File: src/rtl/ptime_pkg.sv
package ptime_pkg;

    // register offsets inside the bank; the load command must be last
    localparam int OFS_SECS  = 0;
    localparam int OFS_TICKS = 1;
    localparam int OFS_CFG   = 2;
    localparam int OFS_LOAD  = 3;

    typedef enum logic [0:0] {
        ST_IDLE  = 1'b0,
        ST_ARMED = 1'b1
    } load_state_e;

    typedef struct packed {
        logic src_link;   // bit 1: 0 connector input, 1 link input
        logic rise_sel;   // bit 0: 0 falling edge, 1 rising edge
    } pps_cfg_t;

endpackage

File: src/rtl/ptime_regs.sv
module ptime_regs
    import ptime_pkg::*;
#(
    parameter int ADDR_W   = 8,
    parameter int DATA_W   = 32,
    parameter int BASE_IDX = 192
) (
    input  logic              clk,
    input  logic              rst,
    input  logic              set_stb,
    input  logic [ADDR_W-1:0] set_addr,
    input  logic [DATA_W-1:0] set_data,
    output logic [DATA_W-1:0] pend_secs,
    output logic [DATA_W-1:0] pend_ticks,
    output pps_cfg_t          cfg,
    output logic              latch_wr,
    output logic              latch_imm
);

    localparam logic [ADDR_W-1:0] A_SECS  = ADDR_W'(BASE_IDX + OFS_SECS);
    localparam logic [ADDR_W-1:0] A_TICKS = ADDR_W'(BASE_IDX + OFS_TICKS);
    localparam logic [ADDR_W-1:0] A_CFG   = ADDR_W'(BASE_IDX + OFS_CFG);
    localparam logic [ADDR_W-1:0] A_LOAD  = ADDR_W'(BASE_IDX + OFS_LOAD);

    logic hit_secs, hit_ticks, hit_cfg;

    always_comb begin
        hit_secs  = set_stb && (set_addr == A_SECS);
        hit_ticks = set_stb && (set_addr == A_TICKS);
        hit_cfg   = set_stb && (set_addr == A_CFG);
        latch_wr  = set_stb && (set_addr == A_LOAD);
        latch_imm = set_data[0];
    end

    always_ff @(posedge clk) begin
        if (rst) begin
            pend_secs  <= '0;
            pend_ticks <= '0;
            cfg        <= '0;
        end else begin
            if (hit_secs)  pend_secs  <= set_data;
            if (hit_ticks) pend_ticks <= set_data;
            if (hit_cfg)   cfg        <= pps_cfg_t'(set_data[1:0]);
        end
    end

endmodule

File: src/rtl/ptime_pps_edge.sv
module ptime_pps_edge #(
    parameter int SYNC_STAGES = 2
) (
    input  logic clk,
    input  logic rst,
    input  logic pps_in,
    output logic rise_o,
    output logic fall_o
);

    localparam int LAST = SYNC_STAGES;

    // stages 0..SYNC_STAGES-1 synchronise, stage SYNC_STAGES holds the previous value
    logic [LAST:0] pipe;

    always_ff @(posedge clk) begin
        if (rst) begin
            pipe <= '0;
        end else begin
            pipe <= {pipe[LAST-1:0], pps_in};
        end
    end

    always_comb begin
        rise_o =  pipe[LAST-1] & ~pipe[LAST];
        fall_o = ~pipe[LAST-1] &  pipe[LAST];
    end

endmodule

File: src/rtl/ptime_load_fsm.sv
module ptime_load_fsm
    import ptime_pkg::*;
(
    input  logic clk,
    input  logic rst,
    input  logic latch_wr,
    input  logic latch_imm,
    input  logic pps_hit,
    output logic load_now,
    output logic armed,
    output logic load_pulse
);

    load_state_e state_q, state_d;

    // state register
    always_ff @(posedge clk) begin
        if (rst) begin
            state_q <= ST_IDLE;
        end else begin
            state_q <= state_d;
        end
    end

    // next state
    always_comb begin
        state_d = state_q;
        unique case (state_q)
            ST_IDLE: begin
                if (latch_wr && !latch_imm) state_d = ST_ARMED;
            end
            ST_ARMED: begin
                if (latch_wr)     state_d = latch_imm ? ST_IDLE : ST_ARMED;
                else if (pps_hit) state_d = ST_IDLE;
            end
            default: state_d = ST_IDLE;
        endcase
    end

    // outputs
    always_comb begin
        load_now = 1'b0;
        armed    = 1'b0;
        unique case (state_q)
            ST_IDLE: begin
                load_now = latch_wr && latch_imm;
            end
            ST_ARMED: begin
                armed    = 1'b1;
                load_now = latch_wr ? latch_imm : pps_hit;
            end
            default: load_now = 1'b0;
        endcase
    end

    always_ff @(posedge clk) begin
        if (rst) begin
            load_pulse <= 1'b0;
        end else begin
            load_pulse <= load_now;
        end
    end

endmodule

File: src/rtl/ptime_counter.sv
module ptime_counter #(
    parameter int          DATA_W = 32,
    parameter longint unsigned TPS = 100_000_000
) (
    input  logic              clk,
    input  logic              rst,
    input  logic              load,
    input  logic [DATA_W-1:0] ld_secs,
    input  logic [DATA_W-1:0] ld_ticks,
    output logic [DATA_W-1:0] secs,
    output logic [DATA_W-1:0] ticks
);

    localparam logic [DATA_W-1:0] TICK_LAST = DATA_W'(TPS - 1);

    always_ff @(posedge clk) begin
        if (rst) begin
            secs  <= '0;
            ticks <= '0;
        end else if (load) begin
            secs  <= ld_secs;
            ticks <= ld_ticks;
        end else if (ticks >= TICK_LAST) begin
            ticks <= '0;
            secs  <= secs + 1'b1;
        end else begin
            ticks <= ticks + 1'b1;
        end
    end

endmodule

File: src/rtl/pps_timebase.sv
module pps_timebase
    import ptime_pkg::*;
#(
    parameter int              ADDR_W        = 8,
    parameter int              DATA_W        = 32,
    parameter int              BASE_IDX      = 192,
    parameter int              SYNC_STAGES   = 2,
    parameter longint unsigned TICKS_PER_SEC = 100_000_000
) (
    input  logic                clk,
    input  logic                rst,
    input  logic                set_stb,
    input  logic [ADDR_W-1:0]   set_addr,
    input  logic [DATA_W-1:0]   set_data,
    input  logic                pps_ext,
    input  logic                pps_link,
    output logic [2*DATA_W-1:0] time_now,
    output logic                load_pulse
);

    localparam int N_PPS = 2;

    logic [DATA_W-1:0] pend_secs, pend_ticks;
    logic [DATA_W-1:0] cur_secs, cur_ticks;
    pps_cfg_t          cfg;
    logic              latch_wr, latch_imm;
    logic              load_now, armed, sel_edge;
    logic [N_PPS-1:0]  pps_raw, rise_v, fall_v;

    ptime_regs #(
        .ADDR_W   (ADDR_W),
        .DATA_W   (DATA_W),
        .BASE_IDX (BASE_IDX)
    ) u_regs (
        .clk        (clk),
        .rst        (rst),
        .set_stb    (set_stb),
        .set_addr   (set_addr),
        .set_data   (set_data),
        .pend_secs  (pend_secs),
        .pend_ticks (pend_ticks),
        .cfg        (cfg),
        .latch_wr   (latch_wr),
        .latch_imm  (latch_imm)
    );

    assign pps_raw = {pps_link, pps_ext};

    for (genvar g = 0; g < N_PPS; g++) begin : g_pps
        ptime_pps_edge #(
            .SYNC_STAGES (SYNC_STAGES)
        ) u_edge (
            .clk    (clk),
            .rst    (rst),
            .pps_in (pps_raw[g]),
            .rise_o (rise_v[g]),
            .fall_o (fall_v[g])
        );
    end

    always_comb begin
        sel_edge = cfg.rise_sel ? rise_v[cfg.src_link] : fall_v[cfg.src_link];
    end

    ptime_load_fsm u_fsm (
        .clk        (clk),
        .rst        (rst),
        .latch_wr   (latch_wr),
        .latch_imm  (latch_imm),
        .pps_hit    (sel_edge),
        .load_now   (load_now),
        .armed      (armed),
        .load_pulse (load_pulse)
    );

    ptime_counter #(
        .DATA_W (DATA_W),
        .TPS    (TICKS_PER_SEC)
    ) u_cnt (
        .clk      (clk),
        .rst      (rst),
        .load     (load_now),
        .ld_secs  (pend_secs),
        .ld_ticks (pend_ticks),
        .secs     (cur_secs),
        .ticks    (cur_ticks)
    );

    assign time_now = {cur_secs, cur_ticks};

endmodule

File: config.mk
export PLATFORM = sky130hd
export DESIGN_NAME = pps_timebase
export DESIGN_NICKNAME = d
export VERILOG_FILES = /design/src/rtl/ptime_pkg.sv /design/src/rtl/ptime_regs.sv /design/src/rtl/ptime_pps_edge.sv /design/src/rtl/ptime_load_fsm.sv /design/src/rtl/ptime_counter.sv /design/src/rtl/pps_timebase.sv
export SDC_FILE = /design/constraint.sdc
export NUM_CORES = 1
export LEC_CHECK = 0
export BUFFER_PORTS_ARGS = -buffer_cell sky130_fd_sc_hd__buf_2
export CAP_MARGIN = 20
export CORE_ASPECT_RATIO = 1.2
export CORE_MARGIN = 2
export CORE_UTILIZATION = 50
export DETAILED_ROUTE_END_ITERATION = 6
export PLACE_DENSITY = 0.87
export SETUP_SLACK_MARGIN = 0.1
export SLEW_MARGIN = 30
export SYNTH_ARGS = -nofsm -noshare
export SYNTH_HDL_FRONTEND = slang
export SYNTH_SLANG_ARGS = --single-unit
File: constraint.sdc
create_clock -name clk -period 2 [get_ports clk]
set_input_delay 0.2 -clock clk [delete_from_list [all_inputs] [get_ports clk]]
set_output_delay 0.2 -clock clk [all_outputs]
set_load 0.01 [all_outputs]
======== Word-level counts from Yosys, hierarchy flattened ========
Cells that the tools add are included.
operators by class
  $add $sub $neg .......................... 2
  $lt $le $gt $ge ......................... 2
  eq/ne operators ......................... 4
  muxes and demuxes ....................... 16
  bitwise logic cells ..................... 9
  reduce and logical (&&, ||, !) cells .... 8
operator list
  operator                                                                               number
  32-bit 2-to-1 mux                                                                      4
  32-bit by 1-bit adder with 32-bit output, second input constant                        2
  8-bit equality test, second input constant                                             4
  32-bit by 27-bit greater-or-equal comparator with 1-bit output, second input constant  1
  1-bit 2-to-1 mux                                                                       10
  1-bit logical AND                                                                      6
  1-bit NOT                                                                              5
  1-bit bitwise AND                                                                      4
  1-bit case mux with 2 select lines                                                     2
  1-bit by 2-bit < comparator with 1-bit output, second input constant                   1
  2-bit nonzero test                                                                     1
  1-bit zero test                                                                        1
word-level totals
  bits in registers ....................... 138
  bits of input ports ..................... 45
  output and inout port bits .............. 65

======== Logic depth before layout (Yosys ltp) ========
  depth after elaboration ................. 8
  gate-level depth with buffers ........... 10
  gate-level depth less buffers ........... 7

======== Hierarchy ========
A second synthesis with hierarchy kept.
second synthesis, totals
  cell total of the unflattened synthesis .. 749
  area total of the unflattened synthesis .. 6747.7 um2
by module, submodules not included
  module          times used  cells an instance  area an instance (um2)  seq. area each (um2)
  ptime_counter   1           467                3656.0                  1281.2
  ptime_regs      1           256                2801.4                  1321.3
  ptime_pps_edge  2           8                  91.3                    60.1
  ptime_load_fsm  1           9                  85.1                    40.0
  pps_timebase    1           1                  22.5                    0.0

======== Worst setup path before layout ========
Ideal clock, no wire load.
  path kind ............................... register -> register
  from .................................... register u_cnt.secs[10]
  to ...................................... register u_cnt.secs[28]
  setup time .............................. 0.091 ns
  arrival ................................. 2.253 ns
  data required time ...................... 1.909 ns
  slack ................................... -0.343 ns
  cell stages (with the launch flop) ...... 8
  path buffers ............................ 2
  clock period less this slack ............ 2.343 ns
  path through ............................ dfxtp_1 -> nand4_2 -> or3_1 -> buf_2 -> or3_1 -> buf_2 -> or4_1 -> a311oi_1
on the way
  cells in the longest elaborated chain, start to end .. 3
RTL lines
  what                                      line                 text
  start, declared                           ptime_counter.sv:10  output logic [DATA_W-1:0] secs,
  start signal, assigned                    ptime_counter.sv:21  secs <= ld_secs;
  start signal, assigned                    ptime_counter.sv:25  secs <= secs + 1'b1;
  32-bit by 1-bit adder with 32-bit output  ptime_counter.sv:25
  32-bit 2-to-1 mux                         ptime_counter.sv:23  end else if (ticks >= TICK_LAST) begin
  32-bit 2-to-1 mux                         ptime_counter.sv:20  end else if (load) begin
Every way passes these cells. The select of a mux whose other input is x is not followed.
A chain may end at the register's enable or synchronous reset.

======== Worst setup path after layout ========
  from .................................... register u_cnt.ticks[16]
  to ...................................... register u_cnt.secs[26]
on the way
  cells in the longest elaborated chain, start to end .. 2
RTL lines
  what                                                            line                 text
  start, declared                                                 ptime_counter.sv:11  output logic [DATA_W-1:0] ticks
  start signal, assigned                                          ptime_counter.sv:22  ticks <= ld_ticks;
  start signal, assigned                                          ptime_counter.sv:27  ticks <= ticks + 1'b1;
  32-bit by 27-bit greater-or-equal comparator with 1-bit output  ptime_counter.sv:23
  2-bit nonzero test (no line)                                    n/a
Every way passes these cells.

==> results.cfg <==
[sta]
fmax_mhz = 431.8
setup_slack_ns = -0.3158
worstMarginPinSlew_ns = 0.6007
skew_ns = 0.008036
rsz0062_at_grt = yes
period_needed_ns = 2.316
hold_ws_ns = -0.0009310
slew_violations = 0
finalHoldViolations = 1
slew_headroom_pct = 59.81
fin_crit_sh_pct = 115.8
setup-violations-final = 48

[synth]
yosys.area.top_type = dfxtp_1
async_flop_share_pct = 0
yosys-top-cells-area = dfxtp_1 46%, nand2_1 12%, a21oi_1 7.9%
ys_warn_count = 0
synth_area_mm2 = 0.005991
yosysSeqAreaShare_pct = 46.12
synth_top_area_share_pct = 46.12
ys_seq_elements = 138
synth_ff_type = dfxtp_1
syn-num-nets = 795
synth_cells = 748
synth_edf_count = 0
synthDistinctLibCells = 42
syn_avg_cell_area_um2 = 8.009

[final_layout]
final_nets = 974
drive_above_1_share_pct = 35.71
insertedDiodeCount = 0
postLayoutCoreUtil_pct = 73.37
fin_area_mm2 = 0.008527
syn2layout_area_growth_pct = 42.34

[placed_design]
dpl_cell_area_mm2 = 0.007401
gp_congestion = 0.8873
portBuffers = 109
dp_hpwl_um = 12070

[floorplan]
core_area_mm2 = 0.01162
start_util_pct = 51.55
die_w_um = 103.9
die_area_mm2 = 0.01288
die_h_um = 123.9
io_pins = 110
row_count = 43

[worst_setup_path]
worstRegToRegCells = 8
slowest_stage = o31ai_1
cp.arrival_ns = 2.59
r2r_end = u_cnt.secs[26]
crit_chain = nand4_1 -> nor4b_4 -> o311ai_4 -> and2_4 -> buf_6 -> buf_4 -> o31ai_1 -> a311oi_2
cp_top_family = simple AND/OR/NAND/NOR gates
path_max_fanout = 8
worstSetupEndpointType = flop
path_buf_inv = 2
required_ns = 2.27
worstSetupPathType = flop to flop
rr_startpoint = u_cnt.ticks[16]
start_kind = flop
critPathMaxStageDelay_ns = 0.40
cp.depth = 8
critPathLaunch = u_cnt.ticks[16]
crit_end = u_cnt.secs[26]
reg2reg_slack_ns = -0.32

[routing]
routedWlPerCell_um = 18.51
vias_per_cell = 5.903
num_vias = 6464
drtPass1Iterations = 5
drcViolationCount = 0
initialDrtViolationCount = 513
wirelength_um = 20260
ant_nets = 0

[grt]
grt_pass1_vias = 6057
grt_max_degree = 51
grt_pass1_wl_um = 28640
antenna_found_initial = 0
grt_overflow = 0
grt_usage_pct = 28.23

[clocking]
clk_path_buf_depth = 2
root_buffer = clkbuf_16
cts_buffers = 17
cts_tree = built
clk_latency_ns = 0.42
cts.clk_slew.worst_paths_ns = 0.06
cts_num_sinks = 138
htree_num_levels = 4

[pwr]
ir_drop_v = 0.0005711
powerDensity_mw_per_mm2 = 706.4
leakagePower_uw = 0.003281
total_power_uw = 6024

[worst_hold_path]
worst_hold_path_type = input pin to flop

[status]
failed_checks = negative hold slack, negative setup slack
status = complete, but fails checks

[run]
cap_viol_max_count = 0
## how the worst min path moves through the flow
stage                     startpoint                      end  slack (ns)  cells after the start
after global placement       pps_ext  g_pps[0].u_edge.pipe[0]        0.41                      2
after CTS                    pps_ext  g_pps[0].u_edge.pipe[0]      0.0009                      2
after global routing         pps_ext  g_pps[0].u_edge.pipe[0]        0.01                      2
final                        pps_ext  g_pps[0].u_edge.pipe[0]     -0.0009                      2
after floorplan              pps_ext  g_pps[0].u_edge.pipe[0]        0.33                      1
after detailed placement    pps_link  g_pps[1].u_edge.pipe[0]        0.43                      2
## area by class of cell
cell class	instances	area, um^2
clock buffer	19	454.2
fill	812	3094
clock inverter	11	121.4
sequential	138	2795
multi-input combinational	555	3510
tap	157	196.4
inverter	6	22.52
timing repair buffer	209	1428
## layer usage
layer	part of all wire (%)	GRT usage, %	up-vias	routed length (um)
met5	0	0	-	0
met4	5.3	14.10	0	1074
met3	7.0	6.384	90	1428
met2	52	52.43	367	10500
met1	36	30.47	3069	7255
li1	-	-	2938	-
## cells in the final DEF (no fill, tap or decap), types with 4 or more instances in the layout
| cell type | netlist | final |
|---|---|---|
| nand2_1 | 190 | 187 |
| dfxtp_1 | 138 | 124 |
| buf_2 | 6 | 108 |
| buf_4 | 0 | 85 |
| a21oi_1 | 94 | 79 |
| nor2_1 | 49 | 47 |
| xnor2_1 | 29 | 28 |
| a211oi_1 | 28 | 24 |
| nand3_1 | 30 | 21 |
| xor2_1 | 20 | 20 |
| clkbuf_16 | 0 | 18 |
| nand4_1 | 16 | 16 |
| a21oi_2 | 0 | 14 |
| o21ai_2 | 0 | 9 |
| nand3_2 | 0 | 9 |
| buf_12 | 0 | 8 |
| dfxtp_2 | 0 | 8 |
| and2_1 | 7 | 7 |
| buf_6 | 0 | 7 |
| inv_1 | 6 | 6 |
| or3_4 | 0 | 6 |
| nor2b_1 | 6 | 6 |
| dfxtp_4 | 0 | 6 |
| nand2b_1 | 5 | 5 |
| or4_4 | 0 | 5 |
| o31ai_1 | 6 | 5 |
| a311oi_2 | 0 | 5 |
| a2111oi_4 | 0 | 4 |
| a211oi_2 | 0 | 4 |
| clkinv_2 | 0 | 4 |
## logic make-up after synthesis
logic type,Yosys count,share of synthesized area [%]
buffers and inverters,55,3.571
flip-flops,138,46.12
AND/OR/NAND/NOR,340,25.56
adder cells (fa/ha/maj),2,0.4176
AO/OA/AOI/OAI,160,16.27
XOR/XNOR,49,7.164
multiplexers,4,0.8981
## cells in the mapped netlist, types with 3 or more instances
| library cell | instances |
|---|---|
| nand4_1 | 16 |
| a21oi_1 | 94 |
| dfxtp_1 | 138 |
| and4_1 | 4 |
| clkbuf_1 | 42 |
| nor2b_1 | 6 |
| nor2_1 | 49 |
| nor4_1 | 6 |
| nand3_1 | 30 |
| a211oi_1 | 28 |
| nand2b_1 | 5 |
| nand2_1 | 190 |
| a22o_1 | 3 |
| buf_2 | 6 |
| or3_1 | 9 |
| xnor2_1 | 29 |
| and2_1 | 7 |
| o21ai_0 | 10 |
| a2111oi_0 | 6 |
| inv_1 | 6 |
| or4_1 | 6 |
| a311oi_1 | 6 |
| xor2_1 | 20 |
| o31ai_1 | 6 |
| and3_1 | 3 |
## flip-flops by register name, summed over array words and instances, names as in the netlist
register / flops
u_cnt.secs: 32
u_cnt.ticks: 32
u_regs.pend_secs: 32
u_regs.pend_ticks: 32
g_pps.u_edge.pipe: 6
u_regs.cfg: 2
u_fsm.load_pulse: 1
u_fsm.state_q: 1
## report_power, final
part           switching [uW]  total (uW)  leakage (uW)  internal (uW)
logic                     123         199       0.00188           76.5
clock network            1170        3060      0.000280           1890
registers                7.34        2760       0.00112           2750
## timing repair
item / 4_1_cts / 5_1_grt
setup endpoints to repair: 56 / 63
gates resized for setup: 43 / 68
buffers inserted: 3 / 4
pin swaps: 25 / 17
hold endpoints to repair: 1 / 0
hold buffers: 1 / 0
## worst register-to-register path, stage by stage (launching register included)
cell and delay [ns]:
dfxtp_2 0.33, nand4_1 0.22, nor4b_4 0.38, o311ai_4 0.20
and2_4 0.21, buf_6 0.13, buf_4 0.14, o31ai_1 0.40
a311oi_2 0.16
## stage by stage
step / worst slack (ns) / cells / TNS, ns
after floorplan: -0.1775 / 748 / -2.377
after global placement: -0.1534 / 1057 / -1.716
after detailed placement: -0.2524 / 1057 / -3.455
after CTS: -0.09616 / 1091 / -1.381
after global routing: -0.3549 / 1095 / -7.262
final: -0.3158 / 1095 / -3.706
Note: power is estimated with default switching activity, not from simulation.
